`src/rtl/lq_pkg.sv`:
```
package lq_pkg;
  typedef enum logic [1:0] {
    LQ_HOLD   = 2'd0,
    LQ_COMMIT = 2'd1,
    LQ_SQUASH = 2'd2
  } lq_op_e;
endpackage

```
`src/rtl/lq_live.sv`:
```
// Per-slot liveness from head pointer and occupancy.
module lq_live #(
  parameter int DEPTH = 8,
  localparam int IDX_W = $clog2(DEPTH),
  localparam int CNT_W = IDX_W + 1
) (
  input  logic [IDX_W-1:0] head_i,
  input  logic [CNT_W-1:0] count_i,
  output logic [DEPTH-1:0] live_o
);
  for (genvar i = 0; i < DEPTH; i++) begin : g_slot
    logic [IDX_W-1:0] rel;
    assign rel       = IDX_W'(i) - head_i;
    assign live_o[i] = {1'b0, rel} < count_i;
  end
endmodule

```
`src/rtl/lq_tally.sv`:
```
// Counts loads eligible for commit and for squash.
module lq_tally #(
  parameter int DEPTH = 8,
  parameter int SEQ_W = 16,
  localparam int IDX_W = $clog2(DEPTH),
  localparam int CNT_W = IDX_W + 1
) (
  input  logic [DEPTH-1:0] live_i,
  input  logic [SEQ_W-1:0] seq_i [DEPTH],
  input  logic [SEQ_W-1:0] commit_seq_i,
  input  logic [SEQ_W-1:0] squash_seq_i,
  output logic [CNT_W-1:0] commit_n_o,
  output logic [CNT_W-1:0] squash_n_o
);
  always_comb begin
    commit_n_o = '0;
    squash_n_o = '0;
    for (int i = 0; i < DEPTH; i++) begin
      // queue is age ordered, so eligible sets are a prefix / suffix
      commit_n_o = commit_n_o + CNT_W'(live_i[i] && (seq_i[i] <= commit_seq_i));
      squash_n_o = squash_n_o + CNT_W'(live_i[i] && (seq_i[i] >  squash_seq_i));
    end
  end
endmodule

```
`src/rtl/lq_scan.sv`:
```
// Oldest-first search for a younger load in the store's region.
module lq_scan #(
  parameter int DEPTH      = 8,
  parameter int SEQ_W      = 16,
  parameter int ADDR_W     = 32,
  parameter int REGION_LSB = 8,
  localparam int IDX_W = $clog2(DEPTH)
) (
  input  logic [IDX_W-1:0]  head_i,
  input  logic [DEPTH-1:0]  live_i,
  input  logic [DEPTH-1:0]  addr_ok_i,
  input  logic [SEQ_W-1:0]  seq_i  [DEPTH],
  input  logic [ADDR_W-1:0] addr_i [DEPTH],
  input  logic [SEQ_W-1:0]  st_seq_i,
  input  logic [ADDR_W-1:0] st_addr_i,
  output logic              hit_o,
  output logic [IDX_W-1:0]  hit_idx_o
);
  logic [IDX_W-1:0] slot;
  always_comb begin
    hit_o     = 1'b0;
    hit_idx_o = '0;
    slot      = '0;
    for (int k = 0; k < DEPTH; k++) begin
      slot = head_i + IDX_W'(k);
      if (!hit_o && live_i[slot] && addr_ok_i[slot] && (seq_i[slot] > st_seq_i) &&
          (addr_i[slot][ADDR_W-1:REGION_LSB] == st_addr_i[ADDR_W-1:REGION_LSB])) begin
        hit_o     = 1'b1;
        hit_idx_o = slot;
      end
    end
  end
endmodule

```
`src/rtl/load_queue.sv`:
```
// DEPTH must be a power of two.
module load_queue #(
  parameter int DEPTH      = 8,
  parameter int SEQ_W      = 16,
  parameter int ADDR_W     = 32,
  parameter int REGION_LSB = 8,
  localparam int IDX_W = $clog2(DEPTH),
  localparam int CNT_W = IDX_W + 1
) (
  input  logic              clk_i,
  input  logic              rst_ni,
  input  logic              alloc_valid_i,
  input  logic [SEQ_W-1:0]  alloc_seq_i,
  output logic [IDX_W-1:0]  alloc_idx_o,
  output logic              lq_full_o,
  input  logic              exec_valid_i,
  input  logic [IDX_W-1:0]  exec_idx_i,
  input  logic [ADDR_W-1:0] exec_addr_i,
  input  logic              commit_valid_i,
  input  logic [SEQ_W-1:0]  commit_seq_i,
  input  logic              squash_valid_i,
  input  logic [SEQ_W-1:0]  squash_seq_i,
  input  logic              st_valid_i,
  input  logic [SEQ_W-1:0]  st_seq_i,
  input  logic [ADDR_W-1:0] st_addr_i,
  output logic              viol_valid_o,
  output logic [IDX_W-1:0]  viol_idx_o,
  output logic [SEQ_W-1:0]  viol_seq_o,
  input  logic              viol_ack_i,
  input  logic [CNT_W-1:0]  sq_free_i,
  output logic [CNT_W-1:0]  disp_free_o,
  output logic [CNT_W-1:0]  count_o,
  output logic [SEQ_W-1:0]  oldest_seq_o
);
  import lq_pkg::*;

  logic [SEQ_W-1:0]  seq_q  [DEPTH];
  logic [ADDR_W-1:0] addr_q [DEPTH];
  logic [DEPTH-1:0]  addr_ok_q;
  logic [CNT_W-1:0]  head_q, tail_q, count;
  logic [DEPTH-1:0]  live;
  logic [CNT_W-1:0]  commit_n, squash_n;
  logic              hit;
  logic [IDX_W-1:0]  hit_idx;
  logic              viol_q;
  logic [IDX_W-1:0]  viol_idx_q;
  logic [SEQ_W-1:0]  viol_seq_q;
  lq_op_e            op;
  logic              alloc_go;
  logic [CNT_W-1:0]  lq_free, min_free;

  assign count    = tail_q - head_q;
  assign lq_full_o = (count == CNT_W'(DEPTH));

  lq_live #(.DEPTH(DEPTH)) u_live (
    .head_i (head_q[IDX_W-1:0]),
    .count_i(count),
    .live_o (live)
  );

  lq_tally #(.DEPTH(DEPTH), .SEQ_W(SEQ_W)) u_tally (
    .live_i      (live),
    .seq_i       (seq_q),
    .commit_seq_i(commit_seq_i),
    .squash_seq_i(squash_seq_i),
    .commit_n_o  (commit_n),
    .squash_n_o  (squash_n)
  );

  lq_scan #(.DEPTH(DEPTH), .SEQ_W(SEQ_W), .ADDR_W(ADDR_W), .REGION_LSB(REGION_LSB)) u_scan (
    .head_i   (head_q[IDX_W-1:0]),
    .live_i   (live),
    .addr_ok_i(addr_ok_q),
    .seq_i    (seq_q),
    .addr_i   (addr_q),
    .st_seq_i (st_seq_i),
    .st_addr_i(st_addr_i),
    .hit_o    (hit),
    .hit_idx_o(hit_idx)
  );

  always_comb begin
    if (squash_valid_i)      op = LQ_SQUASH;
    else if (commit_valid_i) op = LQ_COMMIT;
    else                     op = LQ_HOLD;
  end
  assign alloc_go = alloc_valid_i && !squash_valid_i && !lq_full_o;

  always_ff @(posedge clk_i or negedge rst_ni) begin
    if (!rst_ni) begin
      head_q <= '0;
      tail_q <= '0;
    end else begin
      case (op)
        LQ_SQUASH: tail_q <= tail_q - squash_n;
        LQ_COMMIT: begin
          head_q <= head_q + commit_n;
          tail_q <= tail_q + CNT_W'(alloc_go);
        end
        default:   tail_q <= tail_q + CNT_W'(alloc_go);
      endcase
    end
  end

  always_ff @(posedge clk_i or negedge rst_ni) begin
    if (!rst_ni) begin
      addr_ok_q <= '0;
    end else begin
      if (alloc_go) addr_ok_q[tail_q[IDX_W-1:0]] <= 1'b0;
      if (exec_valid_i && live[exec_idx_i]) addr_ok_q[exec_idx_i] <= 1'b1;
    end
  end

  always_ff @(posedge clk_i) begin
    if (alloc_go) seq_q[tail_q[IDX_W-1:0]] <= alloc_seq_i;
    if (exec_valid_i && live[exec_idx_i]) addr_q[exec_idx_i] <= exec_addr_i;
  end

  always_ff @(posedge clk_i or negedge rst_ni) begin
    if (!rst_ni) begin
      viol_q     <= 1'b0;
      viol_idx_q <= '0;
      viol_seq_q <= '0;
    end else if (viol_q) begin
      if (viol_ack_i) viol_q <= 1'b0;
    end else if (st_valid_i && hit) begin
      viol_q     <= 1'b1;
      viol_idx_q <= hit_idx;
      viol_seq_q <= seq_q[hit_idx];
    end
  end

  assign lq_free     = CNT_W'(DEPTH) - count;
  assign min_free    = (lq_free < sq_free_i) ? lq_free : sq_free_i;
  assign disp_free_o = (min_free == '0) ? '0 : min_free - CNT_W'(1);

  assign alloc_idx_o  = tail_q[IDX_W-1:0];
  assign count_o      = count;
  assign oldest_seq_o = seq_q[head_q[IDX_W-1:0]];
  assign viol_valid_o = viol_q;
  assign viol_idx_o   = viol_idx_q;
  assign viol_seq_o   = viol_seq_q;
endmodule

```
`config.mk`:
```
export PLATFORM = sky130hd
export DESIGN_NAME = load_queue
export DESIGN_NICKNAME = d
export VERILOG_FILES = /design/src/rtl/lq_pkg.sv /design/src/rtl/lq_live.sv /design/src/rtl/lq_tally.sv /design/src/rtl/lq_scan.sv /design/src/rtl/load_queue.sv
export SDC_FILE = /design/constraint.sdc
export NUM_CORES = 2
export LEC_CHECK = 0
export ABC_CLOCK_PERIOD_IN_PS = 11900
export CORE_ASPECT_RATIO = 1.5
export CORE_UTILIZATION = 56
export DETAILED_ROUTE_END_ITERATION = 10
export PLACE_DENSITY = 0.75
export SYNTH_ARGS = -nofsm -noshare
export SYNTH_HDL_FRONTEND = slang
export SYNTH_HIERARCHICAL = 1
export SYNTH_SLANG_ARGS = --single-unit
```
`constraint.sdc`:
```
create_clock -name clk_i -period 11.9 [get_ports clk_i]
set_input_delay 2.38 -clock clk_i [delete_from_list [all_inputs] [get_ports clk_i]]
set_output_delay 2.38 -clock clk_i [all_outputs]
set_load 0.005 [all_outputs]
```
* Word-level counts from Yosys, hierarchy flattened
Index checks and enable logic that the tools add are counted.
** Word-level totals
- Input port bits :: 143
- Flip-flop bits (word level) :: 420
** Cells by class
- Multiplexer cells :: 121
- $lt $le $gt $ge :: 58
- Bitwise logic cells :: 15
- Add/sub/neg operators :: 35
- Eq/ne operators :: 11
- Reductions and logical operators :: 66
** Operators by type and width (count)
- binary-select mux 32 bit (select 3 bit) :: 8
- two-way mux 32 bit :: 17
- binary-select mux 16 bit (select 3 bit) :: 9
- two-way mux 16 bit :: 19
- bitwise mux 256 bit :: 1
- greater-than comparator 16 bit :: 16
- equality test 24 bit :: 8
- bitwise mux 128 bit :: 1
- less-or-equal comparator 16 bit :: 8
- demux 32 bit (select 3 bit) :: 1
- logical AND 1 bit :: 55
- adder 4 x 1 -> 4 bit :: 13
- binary-select mux 1 bit (select 3 bit) :: 17
- demux 16 bit (select 3 bit) :: 1
- greater-or-equal comparator 4 bit (second input constant) :: 11
- inverter 3 -> 4 bit :: 11
- < comparator 3 x 4 -> 1 bit (second input constant) :: 10
- < comparator 3 x 4 -> 1 bit :: 8
- two-way mux 1 bit :: 31
- two-way mux 3 bit :: 8
- two-way mux 8 bit :: 2
- adder 3 bit (second input constant) :: 4
- two-way mux 4 bit :: 3
- subtractor 3 bit (first input constant) :: 4
- other kinds (24) :: 40

* Depth between registers and ports, before layout
- Word-level depth :: 54
- Depth in mapped cells :: 34
- Depth with buffers taken out :: 24

* By module
Netlist, hierarchy kept.
** Modules (own cells, without submodules)
- lq_scan :: instances 1, seq. area each 0.0 um^2, cells each 1685, area each 17765.8 um^2
- load_queue :: instances 1, seq. area each 12431.9 um^2, cells each 769, area each 15557.4 um^2
- lq_tally :: instances 1, seq. area each 0.0 um^2, cells each 708, area each 5928.2 um^2
- lq_live :: instances 1, seq. area each 0.0 um^2, cells each 52, area each 391.6 um^2

* Least setup slack after synthesis
OpenSTA, ideal clock, no wires.
- Kind :: reg-to-reg
- Start point :: reg head_q[1]
- End point :: reg viol_seq_q[12], in the netlist viol_seq_o[12]
- Buffers on the path :: 13
- Path slack :: 3.688 ns
- Data required time :: 11.764 ns
- Stages on the path, launching flop included :: 31
- Arrival time :: 8.076 ns
- Clock period less this slack :: 8.212 ns
- Setup time :: 0.136 ns
- Cell sequence :: dfrtp_1 -> buf_2 -> inv_2 -> buf_2 -> buf_2 -> buf_2 -> buf_2 -> buf_1 -> ha_1 -> buf_6 -> buf_6 -> buf_4 -> inv_2 -> buf_1 -> buf_1 -> mux4_2 -> ha_1 -> nand2_1 -> or2_2 -> a21oi_1 -> o21ai_0 -> a2111oi_2 -> or4b_4 -> nor4b_2 -> a211oi_1 -> a22oi_1 -> buf_2 -> buf_2 -> mux4_2 -> mux2i_1 -> o21ai_0
** On the way
- Word-level cells in the longest chain between the ends :: 54
- Elaborated cells between the ends (all ways) :: 188
- Classes of those cells :: 16 x add/sub; 16 x order compare; 8 x eq/ne; 99 x mux; 9 x bitwise; 40 x reduce/logical
** Ends and longest elaborated chain
- start, declared :: RTL line load_queue.sv:40 : logic [CNT_W-1:0] head_q, tail_q, count;
- start signal, assigned :: RTL line load_queue.sv:97 : head_q <= head_q + commit_n;
- subtractor 4 bit, or another cell as far along :: RTL line load_queue.sv:52 : assign count = tail_q - head_q;
- < comparator 3 x 4 -> 1 bit / binary-select mux 16 bit (select 3 bit) (equally long branches) :: RTL line lq_live.sv:14, lq_scan.sv:26
- binary-select mux 1 bit (select 3 bit) / two-way mux 16 bit (equally long branches) :: RTL line lq_scan.sv:26 : if (!hit_o && live_i[slot] && addr_ok_i[slot] && (seq_i[slot] > st_seq_i) &&
- two-way mux 1 bit (implied by the code) / two-way mux 16 bit (equally long branches) :: RTL line lq_scan.sv:26
- logical AND 1 bit / greater-than comparator 16 bit (equally long branches) :: RTL line lq_scan.sv:26
- logical AND 1 bit (2 in series) :: RTL line lq_scan.sv:26
- two-way mux 1 bit :: RTL line lq_scan.sv:26
- zero test 1 bit :: RTL line lq_scan.sv:26
- (+34 left out)
- two-way mux 1 bit :: RTL line lq_scan.sv:26
- zero test 1 bit :: RTL line lq_scan.sv:26
- logical AND 1 bit (4 in series) :: RTL line lq_scan.sv:26
- two-way mux 3 bit (*) :: RTL line lq_scan.sv:26
- named net hit_idx[0] :: RTL line load_queue.sv:44 : logic [IDX_W-1:0] hit_idx;
- inverter 3 -> 4 bit (implied by the code) (*) :: RTL line load_queue.sv:129 : viol_seq_q <= seq_q[hit_idx];
- binary-select mux 16 bit (select 3 bit) (*) :: RTL line load_queue.sv:129
- two-way mux 16 bit (implied by the code) (*) (2 in series) :: RTL line load_queue.sv:129
- end signal, assigned :: RTL line load_queue.sv:129
- end, declared :: RTL line load_queue.sv:47 : logic [SEQ_W-1:0] viol_seq_q;
The timed path passes the listed nets; every way through them passes the cells marked *. The select of a mux whose other input is x is not followed.
A chain may end at the register's enable or synchronous reset.

* Worst setup path after layout
- Start point :: reg head_q[1]
- End point :: reg viol_seq_q[11], in the netlist viol_seq_o[11]
** On the way
- Word-level cells in the longest chain between the ends :: 54
- Elaborated cells between the ends (all ways) :: 188
- Classes of those cells :: 16 x add/sub; 16 x order compare; 8 x eq/ne; 99 x mux; 9 x bitwise; 40 x reduce/logical
** Ends and longest elaborated chain
- subtractor 4 bit / subtractor 3 bit (equally long branches) :: RTL line load_queue.sv:52, lq_live.sv:13
- < comparator 3 x 4 -> 1 bit (*) :: RTL line lq_live.sv:14 : assign live_o[i] = {1'b0, rel} < count_i;
- named net live[4] :: RTL line load_queue.sv:41 : logic [DEPTH-1:0] live;
- binary-select mux 1 bit (select 3 bit) :: RTL line lq_scan.sv:26
- two-way mux 1 bit (implied by the code) :: RTL line lq_scan.sv:26
- logical AND 1 bit (3 in series) :: RTL line lq_scan.sv:26
- two-way mux 1 bit :: RTL line lq_scan.sv:26
- zero test 1 bit :: RTL line lq_scan.sv:26
- (+34 left out)
- two-way mux 1 bit :: RTL line lq_scan.sv:26
- zero test 1 bit :: RTL line lq_scan.sv:26
- logical AND 1 bit (4 in series) :: RTL line lq_scan.sv:26
- two-way mux 3 bit (*) :: RTL line lq_scan.sv:26
- named net hit_idx[0] :: RTL line load_queue.sv:44
- inverter 3 -> 4 bit (implied by the code) (*) :: RTL line load_queue.sv:129
- binary-select mux 16 bit (select 3 bit) (*) :: RTL line load_queue.sv:129
- two-way mux 16 bit (implied by the code) (*) (2 in series) :: RTL line load_queue.sv:129
Marked as above.

==> impl_metrics.tcl <==
set metrics [dict create \
    status "finished, final reports clean" \
    die_area_um2 68400 \
    synth.cell_area_um2 37700 \
    finalSetupTns_ps 0 \
    worstPathArrival_ps 8730 \
    drt_iter0_drc 3244 \
    hold_buffers 0 \
    routabilityCongestion 1.05 \
    fin_nets 3808 \
    critPathMaxFanout 33 \
    reg2reg_from "head_q[1]$_DFFE_PN0N_" \
    routed_wl_mm 149 \
    cts_resized 0 \
    antenna_cells 0 \
    first_global_vias 30700 \
    reg2reg_depth 22 \
    cts_tree "yes" \
    syn_nets 3724 \
    initial_core_util_pct 56.6 \
    critical_path.endpoint_type "flip-flop" \
    hpwl_mm 115 \
    drt_first_pass_iters 6 \
    finClkSkew_ps 39.9 \
    syn_inst 3150 \
    route.antenna.remaining_nets 0 \
    slew_violations 0 \
    overflow 0 \
    worstMarginPinSlew_ps 1410 \
    cts_max_level 2 \
    core_um2 66600 \
    antenna_found_initial 2 \
    final_common_cell "ha_1" \
    setup_viol 0 \
    postSynthAreaPerCell_um2 12.0 \
    grt_pass1_wl_mm 211 \
    ir_drop_mv 0.361 \
    start_kind "flip-flop" \
    vias_per_cell 7.40 \
    power_per_cell_area_nw_per_um2 330 \
    hold_depth 2 \
    rows 116 \
    cts-root-buf "clkbuf_16" \
    hold_path.class "flip-flop to flip-flop" \
    io_pins 191 \
    most-common-layout-cells "419 x ha_1, 350 x mux4_2, 320 x edfxtp_1" \
    p_leak_nw 15.5 \
    critPathLaunch "head_q[1]$_DFFE_PN0N_" \
    drt_drc_violations_left 0 \
    fin_crit_ps 8300 \
    cp_data_required_time_ps 12330 \
    clock.fmax_ghz 0.120 \
    cts_setup_buffers 0 \
    routedWlPerCell_um 36.0 \
    grt_usage_pct 43.3 \
    hold_viol_final 0 \
    drive_gt1_share_pct 19.6 \
    rsz0062_at_grt "false" \
    cts_buffers 38 \
    clk_latency_ps 610 \
    synth_warnings 6 \
    min_from "viol_seq_o[3]$_DFFE_PN0P_" \
    clkSinkCount 356 \
    n_fill_cell 5139 \
    die_y_um 320 \
    timing.slew.headroom_pct 6.31 \
    final_cells 4147 \
    hold_slack_ps 488 \
    r2r_slack_ps 3600 \
    die_w_um 214 \
    finalCritPeriodShare_pct 69.8 \
    critPathKind "flip-flop to flip-flop" \
    area_delta_synth_final_pct 9.67 \
    cts_buffer_depth 3 \
    grt_max_degree 134 \
    dr_total_vias 30700 \
    maxCapViolations 0 \
    cts.clk_slew.worst_paths_ps 60 \
    portBuffers 174 \
    dp_cells 4079 \
]
[final timing paths]
kind / to
worst max register to register: viol_seq_o[11]$_DFFE_PN0P_
worst min-delay path: viol_seq_o[3]$_DFFE_PN0P_
max in group asynchronous: head_q[2]$_DFFE_PN0N_
worst max-delay path: viol_seq_o[11]$_DFFE_PN0P_
min in group asynchronous: viol_seq_o[0]$_DFFE_PN0P_
worst min register to register: viol_seq_o[3]$_DFFE_PN0P_
[metal layers]
layer  routed length [um]  track usage, %  up-vias
li1                     -               -    12900
met1                46000            43.6    15300
met2                74200            75.2     1905
met3                10200            5.66      577
met4                18800            45.1        0
met5                    0               0        -
[worst max-delay path, stage by stage (launching register included)]
cell and delay [ps]:
dfrtp_4 780, buf_4 390, inv_1 180, fa_1 430, xnor2_1 350, inv_1 130, inv_1 270, ha_1 300
a21oi_1 160, a21o_1 530, nand2_1 150, mux4_2 560, a221oi_1 680, nand4_1 190, or3_1 470, or4_4 490
o21ai_0 220, a21oi_1 120, a22oi_2 180, buf_4 570, mux4_2 590, mux2i_1 180, o21ai_0 120
[sequential cells by signal (all words and copies together) (netlist names)]
| signal | flops |
|---|---|
| head_q | 4 |
| addr_ok_q | 8 |
| viol_idx_o | 3 |
| tail_q | 4 |
| addr_q | 192 |
| viol_valid_o | 1 |
| seq_q | 128 |
| viol_seq_o | 16 |
[final cells by class]
| type | count | area [um^2] | area share [%] |
|---|---|---|---|
| clock inverter | 26 | 231 | 0.560 |
| timing repair buffer | 217 | 2100 | 5.07 |
| sequential | 356 | 10500 | 25.4 |
| multi-input combinational | 2521 | 26000 | 63.0 |
| inverter | 100 | 380 | 0.919 |
| tap | 885 | 1110 | 2.68 |
| clock buffer | 42 | 987 | 2.39 |
[through the flow]
| step | instance area [um^2] | worst slack (ps) | util [%] | total power, mW |
|---|---|---|---|---|
| global placement | 40100 | 3810 | 60.3 | 11.9 |
| floorplan | 37700 | 3690 | - | 8.87 |
| CTS | 41400 | 3680 | 62.1 | 13.4 |
| global route | 41400 | 3370 | 62.1 | 14.2 |
| detailed placement | 40100 | 3650 | 60.3 | 12.1 |
| finish | 41400 | 3600 | 62.1 | 13.6 |
[power by group]
| group | switching (mW) | internal [mW] | total, mW | leakage, nW |
|---|---|---|---|---|
| clock network | 0.555 | 0.655 | 1.21 | 0.598 |
| registers | 0.209 | 1.53 | 1.74 | 3.36 |
| logic | 6.12 | 4.57 | 10.7 | 11.6 |
Note: power is estimated with default switching activity, not from simulation.
